**src/rtl/rtc_pkg.sv**
```systemverilog
package rtc_pkg;
    localparam int unsigned BUS_AW = 5;
    localparam int unsigned BUS_DW = 32;

    localparam logic [BUS_AW-1:0] A_SEC      = 5'h00;
    localparam logic [BUS_AW-1:0] A_FRAC     = 5'h04;
    localparam logic [BUS_AW-1:0] A_ALM_SEC  = 5'h08;
    localparam logic [BUS_AW-1:0] A_ALM_FRAC = 5'h0C;
    localparam logic [BUS_AW-1:0] A_CTRL     = 5'h10;
    localparam logic [BUS_AW-1:0] A_STAT     = 5'h14;
    localparam logic [BUS_AW-1:0] A_IEN      = 5'h18;

    localparam int unsigned B_BUSY = 10;
    localparam int unsigned B_NEXT = 9;
    localparam int unsigned B_DONE = 8;
    localparam int unsigned B_WERR = 7;
    localparam int unsigned B_ALRM = 4;
    localparam int unsigned B_NVAL = 1;
    localparam int unsigned B_RUN  = 3;

    localparam logic [BUS_DW-1:0] IEN_MASK =
        (BUS_DW'(1) << B_NEXT) | (BUS_DW'(1) << B_DONE) |
        (BUS_DW'(1) << B_WERR) | (BUS_DW'(1) << B_ALRM);

    typedef struct packed {
        logic [BUS_AW-1:0] addr;
        logic [BUS_DW-1:0] data;
    } slow_wr_t;
endpackage

```
**src/rtl/rtc_wr_bridge.sv**
```systemverilog
module rtc_wr_bridge
    import rtc_pkg::*;
(
    input  logic              clk_i,
    input  logic              rst_ni,
    input  logic              tick_i,
    input  logic              req_i,
    input  logic [BUS_AW-1:0] addr_i,
    input  logic [BUS_DW-1:0] data_i,
    output logic              busy_o,
    output logic              apply_o,
    output logic              drop_o,
    output slow_wr_t          apply_wr_o
);
    typedef struct packed {
        logic     busy;
        slow_wr_t wr;
    } br_st_t;

    br_st_t s_d, s_q;

    always_comb begin
        s_d     = s_q;
        drop_o  = 1'b0;
        apply_o = s_q.busy && tick_i;
        if (apply_o) s_d.busy = 1'b0;
        if (req_i) begin
            if (s_q.busy) begin
                drop_o = 1'b1;
            end else begin
                s_d.busy    = 1'b1;
                s_d.wr.addr = addr_i;
                s_d.wr.data = data_i;
            end
        end
    end

    always_ff @(posedge clk_i or negedge rst_ni) begin
        if (!rst_ni) s_q <= '0;
        else         s_q <= s_d;
    end

    assign busy_o     = s_q.busy;
    assign apply_wr_o = s_q.wr;

    AST_BUSY_HOLDS: assert property (@(posedge clk_i) disable iff (!rst_ni)
        (busy_o && !tick_i) |=> busy_o);
    AST_DROP_KEEPS_PENDING: assert property (@(posedge clk_i) disable iff (!rst_ni)
        drop_o |=> $stable(apply_wr_o));
endmodule

```
**src/rtl/rtc_timekeeper.sv**
```systemverilog
module rtc_timekeeper
    import rtc_pkg::*;
#(
    parameter int unsigned CNT_W = 47
) (
    input  logic             clk_i,
    input  logic             rst_ni,
    input  logic             tick_i,
    input  logic             apply_i,
    input  slow_wr_t         wr_i,
    output logic [CNT_W-1:0] cnt_o,
    output logic [CNT_W-1:0] alm_o,
    output logic             run_o,
    output logic             hit_o
);
    localparam int unsigned FRAC_W = CNT_W - BUS_DW;

    typedef struct packed {
        logic [CNT_W-1:0] cnt;
        logic [CNT_W-1:0] alm;
        logic             run;
        logic             seen;
    } tk_st_t;

    tk_st_t s_d, s_q;
    logic [CNT_W-1:0] cnt_nx;
    logic step, cnt_wr;

    always_comb begin
        s_d    = s_q;
        hit_o  = 1'b0;
        cnt_nx = s_q.cnt + CNT_W'(1);
        step   = s_q.run && s_q.seen && tick_i;
        cnt_wr = apply_i && ((wr_i.addr == A_SEC) || (wr_i.addr == A_FRAC));
        if (apply_i) begin
            case (wr_i.addr)
                A_SEC: begin
                    s_d.cnt[CNT_W-1:FRAC_W] = wr_i.data;
                    s_d.seen = 1'b1;
                end
                A_FRAC: begin
                    s_d.cnt[FRAC_W-1:0] = wr_i.data[FRAC_W-1:0];
                    s_d.seen = 1'b1;
                end
                A_ALM_SEC:  s_d.alm[CNT_W-1:FRAC_W] = wr_i.data;
                A_ALM_FRAC: s_d.alm[FRAC_W-1:0]     = wr_i.data[FRAC_W-1:0];
                A_CTRL:     s_d.run                 = wr_i.data[B_RUN];
                default: ;
            endcase
        end
        if (step && !cnt_wr) begin
            s_d.cnt = cnt_nx;
            hit_o   = (cnt_nx == s_q.alm);
        end
    end

    always_ff @(posedge clk_i or negedge rst_ni) begin
        if (!rst_ni) begin
            s_q.cnt  <= '0;
            s_q.alm  <= '1;
            s_q.run  <= 1'b0;
            s_q.seen <= 1'b0;
        end else begin
            s_q <= s_d;
        end
    end

    assign cnt_o = s_q.cnt;
    assign alm_o = s_q.alm;
    assign run_o = s_q.run;

    AST_STILL_WHEN_STOPPED: assert property (@(posedge clk_i) disable iff (!rst_ni)
        (!run_o && !cnt_wr) |=> $stable(cnt_o));
    AST_WRITE_BEATS_STEP: assert property (@(posedge clk_i) disable iff (!rst_ni)
        (apply_i && wr_i.addr == A_FRAC) |=>
        (cnt_o[FRAC_W-1:0] == $past(wr_i.data[FRAC_W-1:0])));
endmodule

```
**src/rtl/rtc_flags.sv**
```systemverilog
module rtc_flags
    import rtc_pkg::*;
(
    input  logic              clk_i,
    input  logic              rst_ni,
    input  logic              busy_i,
    input  logic              apply_i,
    input  slow_wr_t          wr_i,
    input  logic              drop_i,
    input  logic              hit_i,
    input  logic              stat_rd_i,
    input  logic              ien_wr_i,
    input  logic [BUS_DW-1:0] ien_data_i,
    output logic [BUS_DW-1:0] status_o,
    output logic [BUS_DW-1:0] ien_o,
    output logic              irq_o
);
    typedef struct packed {
        logic              done;
        logic              werr;
        logic              alrm;
        logic              nval;
        logic [BUS_DW-1:0] ien;
    } fl_st_t;

    fl_st_t s_d, s_q;

    always_comb begin
        s_d = s_q;
        if (stat_rd_i) s_d.done = 1'b0;
        if (apply_i && (wr_i.addr == A_STAT)) begin
            if (wr_i.data[B_WERR]) s_d.werr = 1'b0;
            if (wr_i.data[B_ALRM]) s_d.alrm = 1'b0;
            if (wr_i.data[B_NVAL]) s_d.nval = 1'b0;
        end
        if (apply_i)  s_d.done = 1'b1;
        if (drop_i)   s_d.werr = 1'b1;
        if (hit_i)    s_d.alrm = 1'b1;
        if (ien_wr_i) s_d.ien  = ien_data_i & IEN_MASK;
    end

    always_ff @(posedge clk_i or negedge rst_ni) begin
        if (!rst_ni) begin
            s_q      <= '0;
            s_q.nval <= 1'b1;
        end else begin
            s_q <= s_d;
        end
    end

    always_comb begin
        status_o         = '0;
        status_o[B_BUSY] = busy_i;
        status_o[B_NEXT] = !busy_i;
        status_o[B_DONE] = s_q.done;
        status_o[B_WERR] = s_q.werr;
        status_o[B_ALRM] = s_q.alrm;
        status_o[B_NVAL] = s_q.nval;
    end

    assign ien_o = s_q.ien;
    assign irq_o = |(status_o & s_q.ien);

    AST_READ_CLEARS_DONE: assert property (@(posedge clk_i) disable iff (!rst_ni)
        (stat_rd_i && !apply_i) |=> !status_o[B_DONE]);
    AST_NVAL_ONLY_BY_WRITE: assert property (@(posedge clk_i) disable iff (!rst_ni)
        $fell(status_o[B_NVAL]) |-> $past(apply_i));
    AST_DROP_FLAGS_ERR: assert property (@(posedge clk_i) disable iff (!rst_ni)
        drop_i |=> status_o[B_WERR]);
endmodule

```
**src/rtl/rtc_lp_regs.sv**
```systemverilog
module rtc_lp_regs
    import rtc_pkg::*;
#(
    parameter int unsigned CNT_W = 47
) (
    input  logic              clk_i,
    input  logic              rst_ni,
    input  logic              tick_i,
    input  logic              bus_wr_i,
    input  logic              bus_rd_i,
    input  logic [BUS_AW-1:0] bus_addr_i,
    input  logic [BUS_DW-1:0] bus_wdata_i,
    output logic [BUS_DW-1:0] bus_rdata_o,
    output logic              irq_o
);
    localparam int unsigned FRAC_W = CNT_W - BUS_DW;

    logic             slow_req, ien_wr, stat_rd;
    logic             busy, apply, drop, hit, run;
    slow_wr_t         apply_wr;
    logic [CNT_W-1:0] cnt, alm;
    logic [BUS_DW-1:0] status, ien;

    always_comb begin
        slow_req = bus_wr_i && (bus_addr_i inside {A_SEC, A_FRAC, A_ALM_SEC,
                                                   A_ALM_FRAC, A_CTRL, A_STAT});
        ien_wr   = bus_wr_i && (bus_addr_i == A_IEN);
        stat_rd  = bus_rd_i && (bus_addr_i == A_STAT);
    end

    rtc_wr_bridge u_bridge (
        .clk_i, .rst_ni, .tick_i,
        .req_i      (slow_req),
        .addr_i     (bus_addr_i),
        .data_i     (bus_wdata_i),
        .busy_o     (busy),
        .apply_o    (apply),
        .drop_o     (drop),
        .apply_wr_o (apply_wr)
    );

    rtc_timekeeper #(.CNT_W(CNT_W)) u_time (
        .clk_i, .rst_ni, .tick_i,
        .apply_i (apply),
        .wr_i    (apply_wr),
        .cnt_o   (cnt),
        .alm_o   (alm),
        .run_o   (run),
        .hit_o   (hit)
    );

    rtc_flags u_flags (
        .clk_i, .rst_ni,
        .busy_i     (busy),
        .apply_i    (apply),
        .wr_i       (apply_wr),
        .drop_i     (drop),
        .hit_i      (hit),
        .stat_rd_i  (stat_rd),
        .ien_wr_i   (ien_wr),
        .ien_data_i (bus_wdata_i),
        .status_o   (status),
        .ien_o      (ien),
        .irq_o      (irq_o)
    );

    always_comb begin
        case (bus_addr_i)
            A_SEC:      bus_rdata_o = cnt[CNT_W-1:FRAC_W];
            A_FRAC:     bus_rdata_o = BUS_DW'(cnt[FRAC_W-1:0]);
            A_ALM_SEC:  bus_rdata_o = alm[CNT_W-1:FRAC_W];
            A_ALM_FRAC: bus_rdata_o = BUS_DW'(alm[FRAC_W-1:0]);
            A_CTRL:     bus_rdata_o = BUS_DW'(run) << B_RUN;
            A_STAT:     bus_rdata_o = status;
            A_IEN:      bus_rdata_o = ien;
            default:    bus_rdata_o = '0;
        endcase
    end

    AST_DONE_AT_LANDING: assert property (@(posedge clk_i) disable iff (!rst_ni)
        $fell(busy) |-> status[B_DONE]);
    AST_IEN_SKIPS_SLOW: assert property (@(posedge clk_i) disable iff (!rst_ni)
        (ien_wr && !busy) |=> !$rose(status[B_DONE]));
    AST_ALARM_FLAGGED: assert property (@(posedge clk_i) disable iff (!rst_ni)
        hit |=> status[B_ALRM]);
    AST_IRQ_QUIET: assert property (@(posedge clk_i) disable iff (!rst_ni)
        (ien == '0) |-> !irq_o);
endmodule

```
**config.mk**
```make
export PLATFORM = sky130hd
export DESIGN_NAME = rtc_lp_regs
export DESIGN_NICKNAME = d
export VERILOG_FILES = /design/src/rtl/rtc_pkg.sv /design/src/rtl/rtc_wr_bridge.sv /design/src/rtl/rtc_timekeeper.sv /design/src/rtl/rtc_flags.sv /design/src/rtl/rtc_lp_regs.sv
export SDC_FILE = /design/constraint.sdc
export NUM_CORES = 1
export LEC_CHECK = 0
export BUFFER_PORTS_ARGS = -buffer_cell sky130_fd_sc_hd__buf_2
export CAP_MARGIN = 5
export CORE_ASPECT_RATIO = 0.9
export CORE_UTILIZATION = 40
export CTS_BUF_LIST = sky130_fd_sc_hd__clkbuf_16
export DETAILED_ROUTE_END_ITERATION = 10
export PLACE_DENSITY = 0.68
export SLEW_MARGIN = 10
export SYNTH_ARGS = -nofsm -noshare
export SYNTH_HDL_FRONTEND = slang
export SYNTH_HIERARCHICAL = 1
export SYNTH_SLANG_ARGS = --single-unit
```
**constraint.sdc**
```tcl
create_clock -name clk_i -period 4 [get_ports clk_i]
set_input_delay 0.4 -clock clk_i [delete_from_list [all_inputs] [get_ports clk_i]]
set_output_delay 0.4 -clock clk_i [all_outputs]
set_load 0.005 [all_outputs]
```
Word level (Yosys, flattened, before mapping)
Cells that the tools add are included.
- output and inout port bits: 33
- flip-flop bits (word level): 142
- bitwise logic cells: 2
- reduce and logical (&&, ||, !) cells: 35
- add/sub/neg operators: 1
- eq/ne operators: 12
- muxes and demuxes: 23
- operators with widths (operator ; count):
    $pmux W32 S7 ; 1
    $mux W96 ; 1
    $mux W38 ; 2
    $mux W32 ; 2
    $add A47 B1 Y47 const B ; 1
    $eq A47 B47 Y1 ; 1
    $mux W47 ; 1
    $reduce_or A32 Y1 ; 1
    $mux W15 ; 2
    $eq A5 B5 Y1 const B ; 5
    $eq A5 B4 Y1 const B ; 4
    $reduce_and A2 Y1 ; 10
    $reduce_bool A2 Y1 ; 8
    $mux W1 ; 13
    $and A11 B10 Y11 ; 1
    $eq A5 B3 Y1 const B ; 2
    $logic_not A5 Y1 ; 2
    $logic_and A1 B1 Y1 ; 9
    $reduce_bool A6 Y1 ; 1
    $mux W3 ; 1
    $logic_not A1 Y1 ; 2
    $reduce_or A2 Y1 ; 1
    $logic_or A1 B1 Y1 ; 1
    $not A1 Y1 ; 1

Depth between registers and ports, before layout
Gate-level depths: netlist (run 1).
- word-level depth: 8
- mapped depth: 11
- gate-level depth less buffers: 10

Cells and area by module
Netlist (run 1), hierarchy kept.
- by module, submodules not included (module ; times used ; cells each ; area an instance (µm²)):
    rtc_timekeeper ; 1 ; 765 ; 6900.4
    rtc_wr_bridge ; 1 ; 84 ; 1580.3
    rtc_lp_regs ; 1 ; 214 ; 1408.9
    rtc_flags ; 1 ; 80 ; 758.2

Least setup slack after synthesis (run 1)
No wires, ideal clock.
- path kind: register -> register
- start: reg u_time/cnt_o[0] (netlist name)
- end: reg u_flags.s_q (netlist bit u_flags/status_o[4])
- clock period less this slack: 2853 ps
- arrival: 2788 ps
- cell stages (with the launch flop): 12
- setup time: 65 ps
- slack: 1147 ps
- path buffers: 1
- path through: dfrtp_1 > ha_1 > nand4_1 > or4_1 > buf_2 > or3_1 > a211oi_2 > nand4b_1 > nor4_1 > nor4b_2 > nand4b_1 > o22a_1
- longest elaborated chain between the ends: 5
- ends and longest elaborated chain (item ; RTL line ; source):
    $add A47 B1 Y47 (*) ; rtc_timekeeper.sv:32 ; cnt_nx = s_q.cnt + CNT_W'(1);
    $eq A47 B47 Y1 (*) ; rtc_timekeeper.sv:53 ; hit_o = (cnt_nx == s_q.alm);
    $mux W1 (*) ; rtc_timekeeper.sv:51 ; if (step && !cnt_wr) begin
    via hit ; rtc_lp_regs.sv:19 ; logic busy, apply, drop, hit, run;
    $reduce_bool A2 Y1 (no source line) ; -- ;
    $reduce_and A2 Y1 (no source line) ; -- ;
    end: declaration ; rtc_flags.sv:26 ; fl_st_t s_d, s_q;
The timed path passes the listed nets; every way through them passes the cells marked *.
A chain may end at the register's enable or synchronous reset.

Final worst setup path (run 1)
- start: reg u_time/cnt_o[0] (netlist name)
- end: reg u_flags.s_q (netlist bit u_flags/status_o[4])
- longest elaborated chain between the ends: 5
- ends and longest elaborated chain (item ; RTL line):
    $add A47 B1 Y47 (*) ; rtc_timekeeper.sv:32
    $eq A47 B47 Y1 (*) ; rtc_timekeeper.sv:53
    $mux W1 (*) ; rtc_timekeeper.sv:51
    via hit ; rtc_lp_regs.sv:19
    $reduce_bool A2 Y1 (no source line) ; --
    $reduce_and A2 Y1 (no source line) ; --
Marked as above.

==> reports/qor.yml, run 1 <==
skew_ns: 0.00910
critical_path.max_stage_delay_ns: 0.66
grt_pass1_wl_mm: 49.3
status: "finished, final reports clean"
cts-resized-gates: 0
ys_warn_count: 6
cts-htree-levels: 4
rows: 56
antenna_found_initial: 3
worstPathRequired_ns: 4.38
slew_headroom: 0.316
start_kind: "register"
synth-main-ff-cell: "dfrtp_1"
dp_hpwl_mm: 23.1
drtPass1Iterations: 5
finalSetupViolations: 0
final_nets: 1130
crit_type: "reg -> reg"
power.net_switching_w: 0.00309
ys_seq_area_frac: 0.339
dieArea_um2: 27300
clock.fmax_mhz: 283
async_flop_share: 1.00
start_util: 0.407
numCtsBuffers: 17
fin_crit_sh: 0.882
coreArea_um2: 26100
dr_total_vias: 8585
intPower_w: 0.00416
insertion_delay_ns: 0.44
setup_tns_ns: 0
grt_pass1_vias: 7822
fill_cells: 2559
ios: 75
wl_mm: 32.5
fin_crit_ns: 3.53
overflow: 0
synth_edf_count: 0
power.share.clock: 0.212
synth_area_leader_cell: "dfrtp_1"
seq_area_um2: 3610
wl_per_cell_um: 22.5
p_leak_nw: 4.45
cts_tree: "done"
avgSynthCellArea_um2: 9.32
numClockSinks: 142
crit_slowest_cell: "or4_1"
cpMostUsedCell: "nand4b_1"
crit_chain: "ha_1 -> nand4_1 -> or4_1 -> or3_2 -> a2bb2oi_1 -> nand4b_1 -> nor4_1 -> nor4b_2 -> nand4b_1 -> o22a_1"
worst_ir_drop_vdd_mv: 0.262
globalplace.congestion: 0.967
ys_ff_latch: 142
cp_max_fo: 9
p_comb_frac: 0.350
clk_pin_slew_worst_paths_ns: 0.07
synth_cell_types: 80
cts_buffer_depth: 2
hp-class: "in -> reg"
multiInputGateArea_um2: 5600
final_layout_size_suffix_gt1_frac: 0.268
end_kind: "register"
drtIter0Drc: 1154
synthesis.area_um2: 10600
crit_arrival_ns: 3.91
rsz0062_at_grt: "false"
switching_share: 0.426
areaGrowthSynthToFinish_pct: 2.41
post-cts-setup-buffers: 0
drcViolationCount: 0
tightest_slew_ns: 1.03
ant_nets: 0
die_width_um: 174
pwr-share-seq: 0.438
cap_viol_max_count: 0
port_buffers: 74
synth_area_leaders: "dfrtp_1 (22%), dfstp_2 (12%), buf_4 (11%), mux2_2 (6.5%), nand3_1 (4.6%)"
grt_usage: 0.238
syn_inst: 1143
power_density_nw_per_um2: 665
netlist.area_leader.share: 0.221
finalHoldViolations: 0
die_y_um: 157
via_per_inst: 5.93
slew_viol_final: 0
grt_max_degree: 80
total_power_w: 0.00725
antenna_cells: 0
clockRootBuffer: "clkbuf_16"
==> worst max-delay path, delay by kind of cell (launching register included) <==
family	cells	cell delay (ns)
AOI/OAI and AO/OA	2	0.29
DFF	1	0.49
adders and majority gates	1	0.33
and+or+nand+nor	7	2.36
==> worst paths after layout <==
| check | end | cells past startpoint | slack (ns) | start |
|---|---|---|---|---|
| worst min register to register | u_flags/status_o[1] | 1 | 0.47 | u_flags/status_o[1] |
| worst min-delay path | u_bridge/apply_wr_o[3] | 2 | 0.19 | bus_wdata_i[3] |
| max in group asynchronous | u_time/alm_o[12] | 3 | 2.61 | rst_ni |
| min in group asynchronous | u_bridge/apply_wr_o[29] | 2 | 0.49 | rst_ni |
| worst max register to register | u_flags/status_o[4] | 10 | 0.47 | u_time/cnt_o[0] |
| worst max-delay path | u_flags/status_o[4] | 10 | 0.47 | u_time/cnt_o[0] |
==> routing by layer <==
layer,share of wire,track usage,vias up
li1,-,-,3832
met1,0.47,0.357,4240
met2,0.42,0.336,449
met3,0.091,0.0530,60
met4,0.022,0.0698,4
met5,0.00095,0,-
==> per-stage QoR <==
step | hold WS, ns | cells | setup WS, ns | cell area, µm² | util
final | 0.187 | 1447 | 0.470 | 10900 | 0.417
after global routing | 0.181 | 1447 | 0.197 | 10900 | 0.417
after CTS | 0.175 | 1447 | 0.528 | 10900 | 0.417
after detailed placement | 0.439 | 1414 | 0.533 | 10300 | 0.396
after global placement | 0.427 | 1414 | 0.630 | 10300 | 0.396
after floorplan | 0.104 | 1196 | 1.15 | 10800 | -
==> cells by family (layout without fill, tap and decap cells) <==
family	count (synthesis)	after routing	synth area share
XOR/XNOR	74	74	0.0609
other	1	54	0.000352
adder cells (fa/ha/maj)	2	2	0.00235
buffers and inverters	257	160	0.155
multiplexers	114	114	0.130
AND/OR/NAND/NOR	362	362	0.189
flip-flops	142	142	0.339
AO/OA/AOI/OAI	191	191	0.124
==> cell usage in the layout, fill, tap and decap left out, types with 8 or more instances in the layout <==
cell and count:
nand3_1 97, dfrtp_1 94, buf_2 73, mux2_2 61
nand2_1 60, a21oi_1 60, nor2_1 57, conb_1 54
xnor2_1 51, dfstp_2 48, mux2_4 30, o21ai_0 29
inv_1 29, nand4_1 28, o2111ai_1 24, nor3_1 24
xor2_1 23, buf_4 22, mux2i_1 21, clkbuf_16 17
a221o_1 15, nor4_1 15, a311oi_1 14, o22ai_1 9
and3_1 9, and3b_1 8, a211oi_1 8
==> what timing repair did <==
| item | CTS | global route |
|---|---|---|
| endpoints found under the setup margin | 0 | 0 |
| hold buffers | 1 | 0 |
| endpoints found under the hold margin | 31 | 0 |
==> synthesized netlist by cell type (4+ instances only) <==
cell type,instances
buf_2,17
xor2_1,23
nor4_1,16
buf_4,151
and3_1,9
nand2_1,60
mux2_2,61
nand4_1,28
nand3_1,97
a211oi_1,8
nand2b_1,5
a21oi_1,60
o21ai_0,29
dfrtp_1,94
o2111ai_1,24
mux2_4,30
clkbuf_1,44
dfstp_2,48
o22ai_1,9
and2_1,4
and3b_1,8
xnor2_1,51
and4_1,5
or3_1,4
inv_1,29
a221o_1,15
buf_6,4
mux2i_1,21
nor3_1,25
buf_1,6
or4_1,5
a311oi_1,14
nor2_1,57
a31oi_1,4
==> power by group through the flow <==
stage               clock network [W]  logic (W)  registers (W)
floorplan                           0    0.00266        0.00261
global placement                    0    0.00248        0.00313
detailed placement                  0    0.00249        0.00316
CTS                           0.00155    0.00251        0.00314
global route                  0.00161    0.00275        0.00326
finish                        0.00153    0.00254        0.00317
==> layout make-up <==
class | count | area share
clock inverter | 15 | 0.0120
inverter | 29 | 0.00998
timing repair buffer | 99 | 0.0543
sequential | 142 | 0.331
tap | 348 | 0.0399
clock buffer | 17 | 0.0390
multi-input combinational | 797 | 0.513
==> sequential cells by signal, summed over array words and instances (netlist names) <==
name,cells
u_time/alm_o,47
u_time/cnt_o,47
u_bridge/apply_wr_o,37
u_flags/ien_o,4
u_flags/status_o,4
u_bridge/busy_o,1
u_time/run_o,1
u_time/s_q,1
No activity file was read; power rests on OpenSTA's default activity.
==> run 2, diff against run 1 <==
--- a/config.mk
+++ b/config.mk
@@ -10,8 +10,8 @@
 export CORE_ASPECT_RATIO = 0.9
 export CORE_UTILIZATION = 40
 export CTS_BUF_LIST = sky130_fd_sc_hd__clkbuf_16
+export CTS_CLUSTER_DIAMETER = 30
 export DETAILED_ROUTE_END_ITERATION = 10
-export PLACE_DENSITY = 0.68
 export SLEW_MARGIN = 10
 export SYNTH_ARGS = -nofsm -noshare
 export SYNTH_HDL_FRONTEND = slang
==> run 2 against run 1 <==
Cell count barely moved. Clock skew rose by 0.00052 ns. Combinational power barely moved. Cell area rose by 0.52%. Via count fell by 1.1%. Critical path depth fell by 1. Non-clock buffer count fell by 1. Register-to-register slack improved by 0.14 ns. Sequential share of layout area fell by 0.17 points. Sequential power barely moved. Routed wire length rose by 0.69%. Critical path type unchanged. Critical endpoint unchanged.
==> reports/qor.yml, run 2 (synthesis gave the netlist of run 1 again) <==
status: "finished, final reports clean"
dp_hpwl_mm: 23.3
final_nets: 1129
start_kind: "register"
ios: 75
dieArea_um2: 27300
r2r_slack_ns: 0.61
crit_chain: "nand4_2 -> nor4_4 -> a21oi_1 -> or4b_2 -> nand4b_1 -> nor4_1 -> nor4b_2 -> nand4b_1 -> o22a_1"
finalHoldViolations: 0
clockRootBuffer: "clkbuf_16"
grt_usage: 0.246
wl_mm: 32.7
total_power_w: 0.00739
fin_crit_ns: 3.39
cap_viol_max_count: 0
cp_max_fo: 13
skew_ns: 0.00963
antenna_cells: 0
grt_max_degree: 89
start_util: 0.407
hold_buffers: 0
drcViolationCount: 0
fin_area_um2: 11000
ff2ff_path_depth: 9
port_buffers: 74
tightest_slew_ns: 1.03
power_density_nw_per_um2: 674
cp.depth: 9
numClockSinks: 142
grt_pass1_vias: 8057
slew_headroom: 0.313
cpMostUsedCell: "nand4b_1"
insertion_delay_ns: 0.44
grt_pass1_wl_mm: 50.8
antenna_found_initial: 0
dp_cells: 1414
crit_arrival_ns: 3.77
post-cts-setup-buffers: 0
finalSetupViolations: 0
critical_path.max_stage_delay_ns: 0.62
globalplace.congestion: 0.947
final_layout_size_suffix_gt1_frac: 0.270
cp_num_buf_inv: 0
stdcell_count: 1446
slew_viol_final: 0
crit_family: "simple AND/OR/NAND/NOR gates"
numCtsBuffers: 17
cts-htree-levels: 4
cts_tree: "done"
drtIter0Drc: 900
dr_total_vias: 8489
fin_crit_sh: 0.846
final_cell_mix: "nand3_1 (97), dfrtp_1 (94), buf_2 (73), mux2_2 (61)"
cts-resized-gates: 0
clock.fmax_mhz: 295
worstPathRequired_ns: 4.38
coreArea_um2: 26100
placed_cell_area_um2: 10300
ant_nets: 0
seq_area_um2: 3610
die_y_um: 157
r2r-start: "u_time/cnt_o[5]"
fill_cells: 2547
mostFrequentLayoutCell: "nand3_1"
crit_slowest_cell: "or4b_2"
p_leak_nw: 4.48
rows: 56
drtPass1Iterations: 5
clk_pin_slew_worst_paths_ns: 0.07
rsz0062_at_grt: "false"
worst_ir_drop_vdd_mv: 0.297
areaGrowthSynthToFinish_pct: 2.94
via_per_inst: 5.87
crit_type: "reg -> reg"
end_kind: "register"
hp-class: "in -> async"
wl_per_cell_um: 22.6
overflow: 0
setup_tns_ns: 0
reg2reg_to: "u_flags/status_o[4]"
cts_buffer_depth: 2
multiInputGateArea_um2: 5610
die_width_um: 174
==> run 2: cell types whose count changed in the layout (fill, tap and decap cells not counted), moves of 2 or more <==
cell / delta
clkinv_4: -3
inv_8: +3
clkinvlp_4: -2
clkinv_1: -2
clkinv_8: +5
==> run 2: layout make-up <==
type / instances / share of cell area
clock buffers: 17 / 0.0388
inverters: 29 / 0.00993
multi-input cells: 797 / 0.512
flip-flops and latches: 142 / 0.330
well taps: 348 / 0.0397
clock inverters: 15 / 0.0172
repair buffers: 98 / 0.0531
==> run 2: through the flow <==
step,setup WS [ns],util,hold slack (ns)
after floorplan,1.15,-,0.104
after CTS,0.636,0.419,0.0687
after global placement,0.712,0.396,0.444
final,0.615,0.419,0.0282
after global routing,0.378,0.419,0.0968
after detailed placement,0.617,0.396,0.451
==> run 2: routing by layer <==
layer	wire [µm]	vias to the layer above	track usage	part of all wire
met1	15800	4207	0.376	0.48
met5	0	-	0	0
met3	2740	40	0.0479	0.084
li1	-	3846	-	-
met2	13700	396	0.349	0.42
met4	483	0	0.0593	0.015
==> run 2: worst max path at each step <==
stage	startpoint	to
finish	u_time/cnt_o[5]	u_flags/status_o[4]
global route	u_time/cnt_o[5]	u_flags/status_o[4]
CTS	u_time/cnt_o[5]	u_flags/status_o[4]
detailed placement	u_time/cnt_o[5]	u_flags/status_o[4]
global placement	u_time/cnt_o[5]	u_flags/status_o[4]
floorplan	u_time/cnt_o[0]	u_flags/status_o[4]
==> run 2: where the power goes <==
group	switching, W	internal, W	leakage (nW)
Sequential	0.00108	0.00212	1.57
Combinational	0.00132	0.00122	2.61
Clock	0.000795	0.000852	0.299
==> run 2: worst reg2reg max path: cells and delay by family (launching register included) <==
family | cells | cell delay, ns
AO/OA/AOI/OAI | 2 | 0.25
flip-flops | 1 | 0.56
AND/OR/NAND/NOR | 7 | 2.54
